--- src/rtl/evt_pkg.sv ---
package evt_pkg;

    localparam int NUM_PINS   = 3;
    localparam int PIN_LATCH  = 0;
    localparam int PIN_STOP   = 1;
    localparam int PIN_ORIGIN = 2;

    localparam int NUM_STAT  = 7;
    localparam int ST_CARRY  = 0;
    localparam int ST_BORROW = 1;
    localparam int ST_CMP    = 2;
    localparam int ST_LATCH  = 3;
    localparam int ST_STOP   = 4;
    localparam int ST_ORIGIN = 5;
    localparam int ST_TIMER  = 6;

    localparam int NUM_IRQ   = 5;
    localparam int IE_CMP    = 0;
    localparam int IE_LATCH  = 1;
    localparam int IE_STOP   = 2;
    localparam int IE_ORIGIN = 3;
    localparam int IE_TIMER  = 4;
    // interrupt source k maps to status bit IRQ_BASE + k
    localparam int IRQ_BASE  = ST_CMP;

    typedef logic [NUM_STAT-1:0] stat_vec_t;
    typedef logic [NUM_IRQ-1:0]  ie_vec_t;

    typedef struct packed {
        logic origin_lvl;
        logic stop_lvl;
        logic latch_edge;
    } pin_evt_t;

    function automatic stat_vec_t ack_to_clear(input logic wr, input stat_vec_t ack);
        return wr ? ~ack : '0;
    endfunction

    function automatic ie_vec_t mask_enables(input ie_vec_t ie);
        ie_vec_t only_timer;
        only_timer = '0;
        only_timer[IE_TIMER] = 1'b1;
        return ie[IE_TIMER] ? (ie & only_timer) : ie;
    endfunction

endpackage

--- src/rtl/evt_pin_sync.sv ---
module evt_pin_sync #(
    parameter int STAGES = 2
) (
    input  logic clk,
    input  logic rst,
    input  logic pin_i,
    input  logic sel_low_i,
    output logic true_o
);
    logic [STAGES-1:0] chain_q;

    always_ff @(posedge clk) begin
        if (rst) chain_q <= '0;
        else     chain_q <= {chain_q[STAGES-2:0], pin_i};
    end

    assign true_o = chain_q[STAGES-1] ^ sel_low_i;
endmodule

--- src/rtl/evt_status_bank.sv ---
module evt_status_bank
    import evt_pkg::*;
(
    input  logic      clk,
    input  logic      rst,
    input  stat_vec_t evt_i,
    input  stat_vec_t clr_i,
    output stat_vec_t status_o,
    output stat_vec_t rise_o
);
    stat_vec_t st_q;
    stat_vec_t st_d;

    for (genvar i = 0; i < NUM_STAT; i++) begin : g_bit
        // a set flag only clears; a clear flag only records
        always_comb begin
            if (st_q[i]) st_d[i] = ~clr_i[i];
            else         st_d[i] = evt_i[i];
        end

        always_ff @(posedge clk) begin
            if (rst) st_q[i] <= 1'b0;
            else     st_q[i] <= st_d[i];
        end

        assign rise_o[i] = st_d[i] & ~st_q[i];
    end

    assign status_o = st_q;
endmodule

--- src/rtl/evt_irq_gen.sv ---
module evt_irq_gen
    import evt_pkg::*;
(
    input  logic      clk,
    input  logic      rst,
    input  stat_vec_t status_i,
    input  stat_vec_t rise_i,
    input  ie_vec_t   ie_i,
    output logic      irq_o,
    output logic      inhibit_o
);
    ie_vec_t eff_ie;
    ie_vec_t src_hit;

    assign eff_ie = mask_enables(ie_i);

    for (genvar k = 0; k < NUM_IRQ; k++) begin : g_src
        assign src_hit[k] = status_i[IRQ_BASE + k] & eff_ie[k];
    end

    always_ff @(posedge clk) begin
        if (rst) begin
            irq_o     <= 1'b0;
            inhibit_o <= 1'b0;
        end else begin
            irq_o     <= |src_hit;
            inhibit_o <= rise_i[ST_STOP] & eff_ie[IE_STOP];
        end
    end
endmodule

--- src/rtl/evt_irq_ctrl.sv ---
module evt_irq_ctrl
    import evt_pkg::*;
#(
    parameter int SYNC_STAGES = 2
) (
    input  logic       clk,
    input  logic       rst,
    input  logic       latch_pin,
    input  logic       stop_pin,
    input  logic       origin_pin,
    input  logic       latch_sel_low,
    input  logic       stop_sel_low,
    input  logic       origin_sel_low,
    input  logic       latch_en,
    input  logic       stop_en,
    input  logic       carry_evt,
    input  logic       borrow_evt,
    input  logic       cmp_eq_evt,
    input  logic       timer_evt,
    input  logic [4:0] irq_en,
    input  logic       wr_en,
    input  logic [6:0] wr_ack,
    output logic [6:0] status,
    output logic       irq,
    output logic       inhibit_set,
    output logic [6:0] ack_rb
);
    logic [NUM_PINS-1:0] pin_raw;
    logic [NUM_PINS-1:0] pin_sel;
    logic [NUM_PINS-1:0] pin_true;
    logic                latch_prev_q;
    pin_evt_t            pev;
    stat_vec_t           evt_vec;
    stat_vec_t           clr_vec;
    stat_vec_t           st_vec;
    stat_vec_t           rise_vec;

    assign pin_raw[PIN_LATCH]  = latch_pin;
    assign pin_raw[PIN_STOP]   = stop_pin;
    assign pin_raw[PIN_ORIGIN] = origin_pin;
    assign pin_sel[PIN_LATCH]  = latch_sel_low;
    assign pin_sel[PIN_STOP]   = stop_sel_low;
    assign pin_sel[PIN_ORIGIN] = origin_sel_low;

    for (genvar p = 0; p < NUM_PINS; p++) begin : g_pin
        evt_pin_sync #(.STAGES(SYNC_STAGES)) u_sync (
            .clk       (clk),
            .rst       (rst),
            .pin_i     (pin_raw[p]),
            .sel_low_i (pin_sel[p]),
            .true_o    (pin_true[p])
        );
    end

    always_ff @(posedge clk) begin
        if (rst) latch_prev_q <= 1'b0;
        else     latch_prev_q <= pin_true[PIN_LATCH];
    end

    assign pev.latch_edge = latch_en & pin_true[PIN_LATCH] & ~latch_prev_q;
    assign pev.stop_lvl   = stop_en & pin_true[PIN_STOP];
    assign pev.origin_lvl = pin_true[PIN_ORIGIN];

    always_comb begin
        evt_vec            = '0;
        evt_vec[ST_CARRY]  = carry_evt;
        evt_vec[ST_BORROW] = borrow_evt;
        evt_vec[ST_CMP]    = cmp_eq_evt;
        evt_vec[ST_LATCH]  = pev.latch_edge;
        evt_vec[ST_STOP]   = pev.stop_lvl;
        evt_vec[ST_ORIGIN] = pev.origin_lvl;
        evt_vec[ST_TIMER]  = timer_evt;
    end

    assign clr_vec = ack_to_clear(wr_en, wr_ack);

    evt_status_bank u_bank (
        .clk      (clk),
        .rst      (rst),
        .evt_i    (evt_vec),
        .clr_i    (clr_vec),
        .status_o (st_vec),
        .rise_o   (rise_vec)
    );

    evt_irq_gen u_irq (
        .clk       (clk),
        .rst       (rst),
        .status_i  (st_vec),
        .rise_i    (rise_vec),
        .ie_i      (irq_en),
        .irq_o     (irq),
        .inhibit_o (inhibit_set)
    );

    assign status = st_vec;
    assign ack_rb = '1;
endmodule

--- config.mk ---
export PLATFORM = sky130hd
export DESIGN_NAME = evt_irq_ctrl
export DESIGN_NICKNAME = d
export VERILOG_FILES = /design/src/rtl/evt_pkg.sv /design/src/rtl/evt_pin_sync.sv /design/src/rtl/evt_status_bank.sv /design/src/rtl/evt_irq_gen.sv /design/src/rtl/evt_irq_ctrl.sv
export SDC_FILE = /design/constraint.sdc
export NUM_CORES = 1
export LEC_CHECK = 0
export ABC_AREA = 1
export BUFFER_PORTS_ARGS = -buffer_cell sky130_fd_sc_hd__buf_4
export CAP_MARGIN = 10
export CORE_UTILIZATION = 37
export CTS_CLUSTER_SIZE = 8
export DETAILED_ROUTE_END_ITERATION = 7
export PLACE_DENSITY = 0.83
export SYNTH_ARGS = -nofsm -noshare
export SYNTH_HDL_FRONTEND = slang
export SYNTH_SLANG_ARGS = --single-unit
--- constraint.sdc ---
create_clock -name clk -period 0.8 [get_ports clk]
set_input_delay 0.04 -clock clk [delete_from_list [all_inputs] [get_ports clk]]
set_output_delay 0.04 -clock clk [all_outputs]
set_load 0.005 [all_outputs]
== Yosys cells after proc, flatten, opt, wreduce, memory -nomap -nowiden ==
Cells that the tools add are included.

* Input bits: 27
* Output and inout port bits: 16
* Word-level logic and storage cells: 46
* Register bits after elaboration: 16

* Reductions and logical operators: 1
* Mux-type cells: 9
* Bitwise operators: 23

{| class="wikitable"
|+ Operators with widths
! operator !! number
|-
| $and A1 B1 Y1 || 10
|-
| $not A1 Y1 || 9
|-
| $mux W1 || 7
|-
| $mux W7 || 1
|-
| $not A7 Y7 || 1
|-
| $mux W5 || 1
|-
| $reduce_or A5 Y1 || 1
|-
| $xor A1 B1 Y1 || 3
|}

== Logic depth before layout (Yosys ltp) ==
* Depth after elaboration: 6
* Mapped depth: 5
* Depth with buffers taken out: 5

== By module ==
Synthesis repeated with hierarchy kept, for this count alone.

* Cells, all modules: 113
* Area total of the unflattened synthesis: 735.7 um^2

{| class="wikitable"
|+ By module, submodules not included
! module !! area an instance (um^2) !! cells each !! times used !! seq. area each (um^2)
|-
| evt_status_bank || 280.3 || 42 || 1 || 140.1
|-
| evt_pin_sync || 73.8 || 11 || 3 || 40.0
|-
| evt_irq_ctrl || 128.9 || 23 || 1 || 20.0
|-
| evt_irq_gen || 105.1 || 15 || 1 || 40.0
|}

== Least setup slack after synthesis ==
Ideal clock, no wire load.

* Path kind: reg2reg
* From: reg u_bank.st_q[2] (netlist: u_bank.status_o[2])
* To: reg u_irq.irq_o
* Required time: 0.734 ns
* Period minus slack after synthesis: 0.710 ns
* Slack: 0.090 ns
* Arrival: 0.644 ns
* Setup time: 0.066 ns
* Path buffers: 0
* Stages on the path, launching flop included: 5
* Path through: dfxtp_1 nand2_1 nand3_1 nand2_1 a21oi_2

* Cells in the longest elaborated chain, start to end: 2

{| class="wikitable"
|+ Ends and longest elaborated chain
! what !! line !! source
|-
| from (decl) || evt_status_bank.sv:11 || <nowiki>stat_vec_t st_q;</nowiki>
|-
| from (signal, indexed assignment) || evt_status_bank.sv:23 || <nowiki>else st_q[i] <= st_d[i];</nowiki>
|-
| $and A1 B1 Y1 || evt_irq_gen.sv:18 || <nowiki>assign src_hit[k] = status_i[IRQ_BASE + k] & eff_ie[k];</nowiki>
|-
| $reduce_or A5 Y1 || evt_irq_gen.sv:26 || <nowiki>irq_o <= |src_hit;</nowiki>
|-
| to (signal assigned) || evt_irq_gen.sv:26 ||
|-
| to (decl) || evt_irq_gen.sv:9 || <nowiki>output logic irq_o,</nowiki>
|}

No other way between the ends.
A chain may end at the register's enable or synchronous reset.

== Worst setup path in the final report ==
* From: reg u_bank.st_q[6] (netlist: u_bank.status_o[6])
* To: out status[6]

{| class="wikitable"
|+ RTL lines
! what !! line !! source
|-
| to (decl) || evt_irq_ctrl.sv:23 || <nowiki>output logic [6:0] status,</nowiki>
|}

No word-level cell between the ends.

==> impl_results.md <==
* Crit path cell chain: buf_6
* Fin util at 0.632
* Peak VDD IR at 0.961 mV
* Synthesis-to-layout area growth at 56.4%
* Initial antenna violation count at 0
* CP Capture Point: status[6]
* Sw power at between 0.0004 and 0.0005 W
* Nets at roughly 170
* DR WL/cell at between 9 and 10 µm
* Most common cell after layout, fill and taps aside: buf_4
* CP Launch Point: u_bank.status_o[6]
* Slowest stage cell, crit path: dfxtp_4
* CP Data Required Time at around 0.76 ns
* H-tree Lvls at 1
* Ports at 43
* Row cnt at 15
* Number of max-cap violations at 0
* Hold Fails Final Rpt at 0
* Register area share after synthesis at 0.444
* Largest net degree at the start of global routing at 11
* Layout cells sized above 1 at 0.468
* Final hold slack at approximately 0.0095 ns
* CP peak stage delay at 0.37 ns
* RSZ-0062 raised after global routing: true
* Crit path DAT at roughly 0.76 ns
* Die Width at 46.1 µm
* Avg Inst Size Synth at 7.75 µm²
* Total track usage at 0.149
* Period utilization at 0.998
* Clock power frac at 0.294
* Die Y at ~46 µm
* Reg power frac at 0.500
* Root buf cell: clkbuf_4
* Routability cong. at 0.660
* P_leak at between 0.5 and 0.6 nW
* Worst-path fanout max at 4
* Fillers at 159
* Syn Inst Count at 93
* DR vias at 677
* Reg2Reg Depth at 3
* Global-route wire length before repair at between 2 and 2.5 mm
* Top cell type's share of synthesized area at 0.444
* Initial DRC Count at 11
* Crit. End Element: output port
* P_int at 0.00135 W
* Design Power at 0.00177 W
* Crit start category: register
* Status: complete, no violations
* Slew Limit Fails at 0
* CP Class: register to output port
* WP depth at 1
* Hold Startpoint: rst
* Reg-to-reg endpoint: u_bank.status_o[4]
* Comb power frac at 0.206
* Count of buffer and inverter cells on the critical path at 1
* CORE AREA at between 0.0015 and 0.002 mm²
* TritonCTS Sinks at 16
* Switching share of total power at 0.238
* DR vias/cell at slightly above 4
* GRT overflow at 0
* Clock Skews at roughly 0.0011 ns
* CTS Buf Count at 3
* Fmax at ~1300 MHz
* Netlist cell types at 16
* Critical register-to-register path startpoint: u_bank.status_o[4]
* CP delay by family, top: flip-flops
* Most frequent cells in the layout: 33 x buf_4, 16 x nor2_1, 15 x nand2_1, 15 x inv_1, 8 x dfxtp_1
* Antenna diodes at 0
* P per Cell Area at between 1500 and 2000 mW/mm²
* YS warnings at 0
* Post-synthesis register bit count at 16
* Vias in the first global route at approximately 630
* Final wirelength at about 1.5 mm
* Hold WC Path Type: input port to register
* Detail Route Antenna Nets at 0
* Endpoints failing setup at 0
* Hpwl dp at 1.11 mm
* DRC viols at 0
* Cell taking the most area after synthesis: dfxtp_1
* Netlist Area Pre-Place at 721 µm²
* Longest Clk Path Bufs at 2
* Synth area leaders: dfxtp_1 44%, nor2_1 8.3%, inv_1 7.8%
* CTS tree: done
* Area of the die at around 0.0021 mm²
* Port bufs at 35
* Clock Pin Slew Worst Setup and Hold Paths at about 0.09 ns
* Pre-Repair DR Iteration Count at 4
* Setup slack, reg-to-reg at about 0.040 ns
* Min cycle time layout at approximately 0.8 ns
* Clock Latency Late Sink at roughly 0.28 ns
* Initial core utilization at 0.404
==> metrics by stage <==
| stage | cell area (µm²) | cells | setup WS, ns | TNS, ns |
|---|---|---|---|---|
| global route | 1130 | 164 | -0.0334 | -0.151 |
| CTS | 1080 | 161 | -0.00804 | -0.00804 |
| detailed placement | 973 | 151 | 0.0536 | 0 |
| global placement | 973 | 151 | 0.0747 | 0 |
| floorplan | 743 | 99 | 0.0900 | 0 |
| finish | 1130 | 164 | 0.00195 | 0 |
==> registers in the layout, summed over array words and instances (netlist names) <==
| signal | cells |
|---|---|
| g_pin.u_sync.chain_q | 6 |
| latch_prev_q | 1 |
| u_bank.status_o | 7 |
| u_irq.inhibit_o | 1 |
| u_irq.irq_o | 1 |
==> final cells by class <==
cell class / instances / area (µm²) / share of cell area
clock buffer: 4 / 36.3 / 0.0322
inverter: 18 / 75.1 / 0.0666
multi-input combinational: 57 / 284 / 0.252
sequential: 16 / 335 / 0.297
tap: 25 / 31.3 / 0.0277
timing repair buffer: 44 / 365 / 0.324
==> synth_stat cells <==
| cell type | n |
|---|---|
| o21ai_0 | 1 |
| o21ai_2 | 4 |
| buf_4 | 7 |
| dfxtp_1 | 16 |
| nor2_1 | 16 |
| a21oi_1 | 2 |
| nand3_2 | 1 |
| inv_1 | 15 |
| buf_6 | 1 |
| inv_2 | 2 |
| nand2_1 | 15 |
| conb_1 | 1 |
| xnor2_1 | 1 |
| inv_8 | 1 |
| a21oi_2 | 6 |
| nand3_1 | 4 |
==> layer usage <==
metal	part of all wire	vias to the layer above	routed length (µm)	GRT usage
met4	0	0	0	0.0529
li1	-	358	-	-
met1	0.37	286	559	0.139
met3	0.073	0	110	0.0471
met2	0.56	33	839	0.296
met5	0	-	0	0
==> repair_timing <==
item,4_1_cts,5_1_grt
setup endpoints to repair,7,8
endpoints found under the hold margin,3,1
buffers inserted,3,1
resized for setup,11,5
gates cloned,0,0
hold buffers,3,2
==> cell families (layout without fill, tap and decap cells) <==
group	count (synthesis)	in the layout	synth area share
and+or+nand+nor	36	36	0.203
buffers and inverters	26	66	0.193
DFF	16	16	0.444
AOI/OAI and AO/OA	13	13	0.142
other	1	7	0.00520
xor gates and xnor gates	1	1	0.0122
==> power groups by stage <==
stage               clock network, W  registers, W  logic, W
finish                      0.000521      0.000887  0.000365
global route                0.000585      0.000893  0.000409
CTS                         0.000540      0.000885  0.000346
detailed placement                 0      0.000904  0.000303
global placement                   0      0.000899  0.000298
floorplan                          0      0.000902  0.000159
==> how the worst min path moves through the flow <==
stage / end / slack, ns / depth (start not counted)
after floorplan: g_pin[0].u_sync.chain_q[0] / 0.15 / 2
after global routing: u_irq.irq_o / 0.009 / 2
final: u_irq.irq_o / 0.009 / 2
after CTS: u_irq.irq_o / 0.003 / 2
after global placement: g_pin[0].u_sync.chain_q[0] / 0.24 / 3
after detailed placement: g_pin[0].u_sync.chain_q[0] / 0.27 / 3
Note: power is estimated with default switching activity, not from simulation.
